<file path="src/rtl/crtc_pkg.sv">
package crtc_pkg;
  localparam int unsigned DATA_W    = 8;
  localparam int unsigned END_W     = 4;
  localparam int unsigned NUM_TIMING = 8;
  localparam logic [7:0]  VSEND_IDX = 8'h11;
  localparam logic [7:0]  OVF_IDX   = 8'h07;

  typedef struct packed {
    logic             prot;       // 1: lock timing indices 00h-07h
    logic             rsvd;       // always 0
    logic             irq_off;    // 1: no new retrace events
    logic             irq_clr_n;  // 0: clear and hold pending
    logic [END_W-1:0] vs_end;
  } vsend_reg_t;
endpackage

</file>
<file path="src/rtl/crtc_shadow_regs.sv">
module crtc_shadow_regs
  import crtc_pkg::*;
#(
  parameter int unsigned NUM_COPIES = 2,
  localparam int unsigned SEL_W = (NUM_COPIES > 1) ? $clog2(NUM_COPIES) : 1
) (
  input  logic              clk_i,
  input  logic              rst_ni,
  input  logic              wr_en_i,
  input  logic [7:0]        wr_idx_i,
  input  logic [DATA_W-1:0] wr_data_i,
  input  logic [SEL_W-1:0]  sel_i,
  output vsend_reg_t        act_o
);
  vsend_reg_t copy_q [NUM_COPIES];
  vsend_reg_t wr_val;

  always_comb begin
    wr_val      = vsend_reg_t'(wr_data_i);
    wr_val.rsvd = 1'b0;
  end

  for (genvar g = 0; g < NUM_COPIES; g++) begin : g_copy
    always_ff @(posedge clk_i or negedge rst_ni) begin
      if (!rst_ni)
        copy_q[g] <= '0;
      else if (wr_en_i && wr_idx_i == VSEND_IDX && sel_i == SEL_W'(g))
        copy_q[g] <= wr_val;
    end
  end

  assign act_o = copy_q[sel_i];
endmodule

</file>
<file path="src/rtl/crtc_prot_gate.sv">
module crtc_prot_gate
  import crtc_pkg::*;
(
  input  logic                  wr_en_i,
  input  logic [7:0]            wr_idx_i,
  input  logic                  prot_i,
  output logic [NUM_TIMING-1:0] timing_we_o,
  output logic                  ovf_b4_we_o
);
  for (genvar i = 0; i < NUM_TIMING; i++) begin : g_we
    assign timing_we_o[i] = wr_en_i && !prot_i && (wr_idx_i == 8'(i));
  end

  // bit 4 of the overflow register bypasses the lock
  assign ovf_b4_we_o = wr_en_i && (wr_idx_i == OVF_IDX);
endmodule

</file>
<file path="src/rtl/crtc_vsync_gen.sv">
module crtc_vsync_gen
  import crtc_pkg::*;
#(
  parameter int unsigned LINE_W = 11
) (
  input  logic              clk_i,
  input  logic              rst_ni,
  input  logic [LINE_W-1:0] line_i,
  input  logic [LINE_W-1:0] start_i,
  input  logic [END_W-1:0]  end_i,
  output logic              vs_o
);
  logic              vs_q;
  logic [LINE_W-1:0] first_q;
  logic              hit_start, hit_end;

  assign hit_start = (line_i == start_i);
  // end matches only on a scanline later than the one that started the pulse
  assign hit_end   = (line_i[END_W-1:0] == end_i) && (line_i != first_q);

  always_ff @(posedge clk_i or negedge rst_ni) begin
    if (!rst_ni) begin
      vs_q    <= 1'b0;
      first_q <= '0;
    end else if (!vs_q) begin
      if (hit_start) begin
        vs_q    <= 1'b1;
        first_q <= line_i;
      end
    end else if (hit_end) begin
      vs_q <= 1'b0;
    end
  end

  assign vs_o = vs_q;
endmodule

</file>
<file path="src/rtl/crtc_retrace_latch.sv">
module crtc_retrace_latch (
  input  logic clk_i,
  input  logic rst_ni,
  input  logic vs_i,
  input  logic irq_off_i,
  input  logic irq_clr_n_i,
  output logic pend_o
);
  logic vs_d, pend_q;

  always_ff @(posedge clk_i or negedge rst_ni) begin
    if (!rst_ni) begin
      vs_d   <= 1'b0;
      pend_q <= 1'b0;
    end else begin
      vs_d <= vs_i;
      if (!irq_clr_n_i)
        pend_q <= 1'b0;
      else if (vs_i && !vs_d && !irq_off_i)
        pend_q <= 1'b1;
    end
  end

  assign pend_o = pend_q;
endmodule

</file>
<file path="src/rtl/crtc_vsync_irq.sv">
module crtc_vsync_irq
  import crtc_pkg::*;
#(
  parameter int unsigned LINE_W    = 11,
  parameter int unsigned NUM_PIPES = 2,
  localparam int unsigned SEL_W = (NUM_PIPES > 1) ? $clog2(NUM_PIPES) : 1
) (
  input  logic                  clk_i,
  input  logic                  rst_ni,
  input  logic                  wr_en_i,
  input  logic [7:0]            wr_idx_i,
  input  logic [DATA_W-1:0]     wr_data_i,
  input  logic [SEL_W-1:0]      pipe_sel_i,
  output logic [DATA_W-1:0]     rd_data_o,
  input  logic [LINE_W-1:0]     scanline_i,
  input  logic [LINE_W-1:0]     vs_start_i,
  output logic                  vsync_o,
  output logic [NUM_TIMING-1:0] timing_we_o,
  output logic                  ovf_b4_we_o,
  output logic                  pend_o
);
  vsend_reg_t act_reg;

  crtc_shadow_regs #(.NUM_COPIES(NUM_PIPES)) u_regs (
    .clk_i     (clk_i),
    .rst_ni    (rst_ni),
    .wr_en_i   (wr_en_i),
    .wr_idx_i  (wr_idx_i),
    .wr_data_i (wr_data_i),
    .sel_i     (pipe_sel_i),
    .act_o     (act_reg)
  );

  crtc_prot_gate u_prot (
    .wr_en_i     (wr_en_i),
    .wr_idx_i    (wr_idx_i),
    .prot_i      (act_reg.prot),
    .timing_we_o (timing_we_o),
    .ovf_b4_we_o (ovf_b4_we_o)
  );

  crtc_vsync_gen #(.LINE_W(LINE_W)) u_vs (
    .clk_i   (clk_i),
    .rst_ni  (rst_ni),
    .line_i  (scanline_i),
    .start_i (vs_start_i),
    .end_i   (act_reg.vs_end),
    .vs_o    (vsync_o)
  );

  crtc_retrace_latch u_irq (
    .clk_i       (clk_i),
    .rst_ni      (rst_ni),
    .vs_i        (vsync_o),
    .irq_off_i   (act_reg.irq_off),
    .irq_clr_n_i (act_reg.irq_clr_n),
    .pend_o      (pend_o)
  );

  assign rd_data_o = act_reg;
endmodule

</file>
<file path="config.mk">
export PLATFORM = sky130hd
export DESIGN_NAME = crtc_vsync_irq
export DESIGN_NICKNAME = d
export VERILOG_FILES = /design/src/rtl/crtc_pkg.sv /design/src/rtl/crtc_shadow_regs.sv /design/src/rtl/crtc_prot_gate.sv /design/src/rtl/crtc_vsync_gen.sv /design/src/rtl/crtc_retrace_latch.sv /design/src/rtl/crtc_vsync_irq.sv
export SDC_FILE = /design/constraint.sdc
export NUM_CORES = 1
export LEC_CHECK = 0
export BUFFER_PORTS_ARGS = -buffer_cell sky130_fd_sc_hd__buf_2
export CAP_MARGIN = 20
export CORE_ASPECT_RATIO = 0.75
export CORE_MARGIN = 5
export CORE_UTILIZATION = 53
export CTS_BUF_LIST = sky130_fd_sc_hd__clkbuf_8 sky130_fd_sc_hd__clkbuf_16
export DETAILED_ROUTE_END_ITERATION = 10
export PLACE_DENSITY = 0.83
export SLEW_MARGIN = 20
export SYNTH_ARGS = -nofsm -noshare
export SYNTH_HDL_FRONTEND = slang
export SYNTH_HIERARCHICAL = 1
export SYNTH_SLANG_ARGS = --single-unit
</file>
<file path="constraint.sdc">
create_clock -name clk_i -period 4.6 [get_ports clk_i]
set_input_delay 0.92 -clock clk_i [delete_from_list [all_inputs] [get_ports clk_i]]
set_output_delay 0.92 -clock clk_i [all_outputs]
set_load 0.02 [all_outputs]
</file>
Yosys cells after proc, flatten, opt, wreduce, memory -nomap -nowiden
Index checks and enable logic that the tools add are counted.

word-level totals
  input port bits = 42
  flip-flop bits (word level) = 28
  word-level logic and storage cells = 57
  output and inout port bits = 19

operators by class
  reductions and logical operators = 21
  equality and inequality tests = 12
  magnitude comparators = 1
  bitwise operators = 3
  mux-type cells = 8

operators with widths
  cell                                                              number
  8-bit by 3-bit == test with 1-bit output (second input constant)  4
  8-bit two-way mux                                                 3
  8-bit by 2-bit == test with 1-bit output (second input constant)  2
  1-bit logical AND                                                 16
  11-bit == test                                                    1
  11-bit != test                                                    1
  8-bit by 1-bit == test with 1-bit output (second input constant)  1
  8-bit by 5-bit == test with 1-bit output (second input constant)  1
  8-bit zero test                                                   1
  1-bit two-way mux                                                 5
  4-bit == test                                                     1
  1-bit zero test                                                   3
  2-bit greater-or-equal comparator (second input constant)         1
  2-bit by 1-bit != test with 1-bit output (second input constant)  1
  1-bit inverter                                                    2
  1-bit inverter with 2-bit output                                  1
  2-bit AND reduction                                               1

Logic depth before layout (Yosys ltp)
  word-level depth = 8
  depth in mapped cells = 5
  depth with buffers taken out = 4

Modules after synthesis
Netlist, hierarchy kept.

modules (own cells, without submodules)
  module              cells an instance  area each (µm²)  sequential area each (µm²)  times used
  crtc_vsync_gen      60                 783.3            300.3                       1
  crtc_shadow_regs    45                 705.7            350.3                       1
  crtc_prot_gate      16                 148.9            0.0                         1
  crtc_retrace_latch  4                  70.1             50.0                        1

Worst setup path before layout
Ideal clock, no wire load.

  path kind = input to output
  from = in pipe_sel_i
  to = out timing_we_o[0]
  arrival time = 2847 ps
  path buffers = 1
  data required time = 3680 ps
  setup slack = 833 ps
  stages = 4
  path through = buf_2 mux2_2 or4b_1 nor4_1

between the ends
  word-level cells in the longest chain between the ends = 7

RTL lines
  what                                                    line                    RTL
  start, declared                                         crtc_vsync_irq.sv:13    input logic [SEL_W-1:0] pipe_sel_i,
  1-bit inverter with 2-bit output (implied by the code)  crtc_shadow_regs.sv:32  assign act_o = copy_q[sel_i];
  8-bit two-way mux (implied by the code) (3 in series)   crtc_shadow_regs.sv:32
  via rd_data_o[7]                                        crtc_vsync_irq.sv:14    output logic [DATA_W-1:0] rd_data_o,
  1-bit zero test                                         crtc_prot_gate.sv:11    assign timing_we_o[i] = wr_en_i && !prot_i && (wr_idx_i == 8'(i));
  1-bit logical AND (2 in series)                         crtc_prot_gate.sv:11
  end, declared                                           crtc_vsync_irq.sv:18    output logic [NUM_TIMING-1:0] timing_we_o,

The timed path passes the listed nets, and every way through them passes these cells. The select of a mux whose other input is x is not followed.

Worst setup path after layout
  from = in pipe_sel_i
  to = out timing_we_o[1]

between the ends
  word-level cells in the longest chain between the ends = 7

RTL lines
  what                                                    line
  1-bit inverter with 2-bit output (implied by the code)  crtc_shadow_regs.sv:32
  8-bit two-way mux (implied by the code) (3 in series)   crtc_shadow_regs.sv:32
  1-bit zero test                                         crtc_prot_gate.sv:11
  1-bit logical AND (2 in series)                         crtc_prot_gate.sv:11

Every way passes these cells. The select of a mux whose other input is x is not followed.

==> Flow_metrics.wiki <==
{| class="wikitable"
! Metric !! Value
|-
| Finish-stage setup viols || 0
|-
| Post-synthesis share of cell area spent on xor and xnor gates || 0.133
|-
| Final weighted congestion of routability-driven global placement || 0.746
|-
| Finished layout cell area || 0.00207 mm^2
|-
| Worst-case vdd ir drop || 0.242 mV
|-
| Final worst path period need || 3.56 ns
|-
| Cells resized by post-CTS repair || 0
|-
| TritonCTS clock tree || yes
|-
| Most used flip-flop cell after synthesis || sky130_fd_sc_hd__dfrtp_1
|-
| Number of enable flip-flop cells after synthesis || 0
|-
| Pin count of the biggest net entering global routing || 29
|-
| Cells taking the most area after synthesis || sky130_fd_sc_hd__dfrtp_1 (41%), sky130_fd_sc_hd__mux2_4 (14%), sky130_fd_sc_hd__mux2_2 (9.9%)
|-
| Maximum capacitance violations || 0
|-
| Setup crit end kind || primary output
|-
| Final Max Slew Viols || 0
|-
| Seq cells post-synth || 28
|-
| Clock transition at the register clock pins on the worst setup and hold paths after CTS || 0.10 ns
|-
| Number of nets in the synthesized netlist || 167
|-
| Number of buffers inserted by post-CTS setup repair || 0
|-
| Netlist area before placement || 0.00171 mm^2
|-
| Die Ht || 59.2 um
|-
| Site row count || 17
|-
| Compound-cell area share of the yosys netlist || 0.00952
|-
| Antenna Nets Post-Route || 0
|-
| Most common cell in the netlist || sky130_fd_sc_hd__dfrtp_1
|-
| Post-detailed-routing wire length || 3.65 mm
|-
| Global route overflow || 0
|-
| Min-Delay Startpoint || u_regs/copy_q[11]
|-
| Max Clock Freq || 281 MHz
|-
| Data required, critical path || 3.68 ns
|-
| Met2 Usage GRT || 0.293
|-
| Multiplexer share of the synthesized area || 0.246
|-
| Leading cell types by count after synthesis || sky130_fd_sc_hd__dfrtp_1 (28), sky130_fd_sc_hd__mux2_4 (16), sky130_fd_sc_hd__mux2_2 (15), sky130_fd_sc_hd__xor2_1 (15), sky130_fd_sc_hd__xnor2_1 (11)
|-
| Cell at the root of the clock tree || sky130_fd_sc_hd__clkbuf_8
|-
| Relative slew slack || 0.574
|-
| GR met3 Demand/Resource || 0.0542
|-
| Via density per instance || 5.34
|-
| Number of buffers on the longest clock path || 2
|-
| Slew at the pin with the worst max-slew slack || 0.640 ns
|-
| Crit path arrival time || 2.64 ns
|-
| Area fraction in and, or, nand and nor cells after synthesis || 0.169
|-
| Average instance area after synthesis || 13.7 um^2
|-
| First-pass GRT wire length || 5.91 mm
|-
| Clock insertion delay at the later pin of the skew report || 0.28 ns
|-
| Power density cells || 256 mW/mm^2
|-
| Status || complete, no violations
|-
| Via count of the first global-routing pass || 1290
|-
| Share of cells above drive strength 1 || 0.582
|-
| Floorplan die area || 0.00447 mm^2
|-
| GRT busiest layer || met2
|-
| WS Path Type || input pin to primary output
|-
| Routed length per instance || 16.6 um
|-
| Die Width || 75.6 um
|-
| Start of the worst register-to-register path || u_vs/vs_o
|-
| Mapped Cells || 125
|-
| Sequential share of the synthesized area || 0.410
|-
| RSZ-0062 raised after global routing || no
|-
| H-tree lvl count || 1
|-
| Worst setup path startpoint || pipe_sel_i
|-
| First-pass DRT Iterations || 4
|-
| Final Hold Violating Endpoints || 0
|-
| Area added between synthesis and finish || 21.2%
|-
| Effective utilization at floorplan || 0.565
|-
| Routed via count || 1175
|-
| Largest family of logic cells by synthesized area || multiplexers
|-
| Async set or reset register ratio after synthesis || 1.00
|-
| Placed wire-length estimate after detailed placement || 2.95 mm
|-
| Total Nets Final || 225
|-
| Adder-cell area share of the yosys netlist || 0
|-
| Worst Path Max Fanout || 9
|-
| Leakage power summed over all cells || 1.08 nW
|-
| Setup clock skew after layout || 0.00618 ns
|-
| Period Utilization, post-route || 0.773
|-
| Area after DPL || 0.00200 mm^2
|-
| Total Negative Setup Slacks || 0 ns
|-
| Worst min-delay path category || flip-flop to flip-flop
|-
| Critical path launch point type || input pin
|-
| Drt drc || 0
|-
| Cts hold-fix bufs || 0
|-
| Fraction of synthesized cell area taken by the top area cell type || 0.410
|-
| Initial antenna violation count || 0
|-
| Number of sinks on the clock net || 28
|-
| GR Util met1 || 0.215
|-
| Number of warnings issued by yosys || 6
|-
| Overall track demand over capacity in global routing || 0.171
|-
| Buffers added on ports || 58
|-
| Distinct cell type count after synthesis || 34
|-
| CTS buffer count || 3
|-
| Number of primary I/O pins || 61
|-
| # diodes || 0
|-
| Cell type with the highest aggregate area in the netlist || sky130_fd_sc_hd__dfrtp_1
|-
| Violation count after the first detailed-routing iteration || 28
|-
| Area of the placeable core || 0.00302 mm^2
|}
==> kinds of logic after synthesis <==
logic type                Yosys count
DFF                                28
buffers and inverters               6
AOI/OAI and AO/OA                   2
muxes                              32
xor gates and xnor gates           26
other                               1
and+or+nand+nor                    30
==> report_power, final <==
| group | internal, mW | switching, mW |
|---|---|---|
| logic | 0.0377 | 0.0411 |
| registers | 0.252 | 0.00418 |
| clock network | 0.117 | 0.0773 |
==> registers in the layout (all words and copies together), names as in the netlist <==
signal / flops
u_irq/pend_o: 1
u_irq/vs_d: 1
u_vs/first_q: 11
u_regs/copy_q: 14
u_vs/vs_o: 1
==> cells in the final DEF (no fill, tap or decap), drive strengths merged <==
cell type  count
inv            1
nand3b         1
o41ai          1
nor4           6
nor3b          1
mux2          32
buf           58
nand4bb        1
or2            1
or4            2
bufinv         1
nand3          2
or3            1
o21a           1
nand2b         1
xnor2         11
nand2          1
nor4b          2
or4bb          1
xor2          15
or4b           1
nand4          3
conb           1
nor3           5
or3b           1
dfrtp         28
clkbuf         3
==> metrics by stage <==
step | hold slack [ns] | cells | utilization | setup slack [ns] | total power, mW
2_1_floorplan | 0.454 | 125 | - | 0.833 | 0.303
6_report | 0.498 | 220 | 0.686 | 1.04 | 0.529
4_1_cts | 0.505 | 220 | 0.686 | 1.04 | 0.535
3_3_place_gp | 0.463 | 216 | 0.662 | 1.08 | 0.336
5_1_grt | 0.514 | 220 | 0.686 | 0.922 | 0.553
3_5_place_dp | 0.482 | 216 | 0.662 | 1.04 | 0.341
==> final timing paths <==
path / endpoint / slack [ns] / cells past startpoint
setup / recovery: timing_we_o[1] / 1.04 / 5
hold / removal: u_regs/copy_q[11] / 0.50 / 1
setup reg to reg: u_vs/first_q[9] / 2.88 / 3
hold reg to reg: u_regs/copy_q[11] / 0.50 / 1
max in group asynchronous: u_regs/copy_q[1] / 3.53 / 1
min in group asynchronous: u_regs/copy_q[8] / 0.65 / 1
==> cell type report <==
| type | count | area, um^2 |
|---|---|---|
| Clock buffer | 3 | 41.3 |
| Clock inverter | 1 | 30.0 |
| Fill cell | 225 | 950 |
| Inverter | 1 | 3.75 |
| Multi-Input combinational cell | 91 | 957 |
| Sequential cell | 28 | 701 |
| Tap cell | 38 | 47.5 |
| Timing Repair Buffer | 58 | 290 |
==> metal layers <==
| metal | vias to the layer above | wire, um |
|---|---|---|
| met2 | 27 | 1890 |
| met1 | 581 | 1510 |
| met5 | - | 0 |
| li1 | 565 | - |
| met4 | 0 | 17 |
| met3 | 2 | 225 |
==> worst max-delay path: stages <==
cell	delay [ns]
sky130_fd_sc_hd__buf_2	0.24
sky130_fd_sc_hd__mux2_2	0.40
sky130_fd_sc_hd__or4b_1	0.61
sky130_fd_sc_hd__nor4b_2	0.27
sky130_fd_sc_hd__buf_2	0.20
Note: power is estimated with default switching activity, not from simulation.
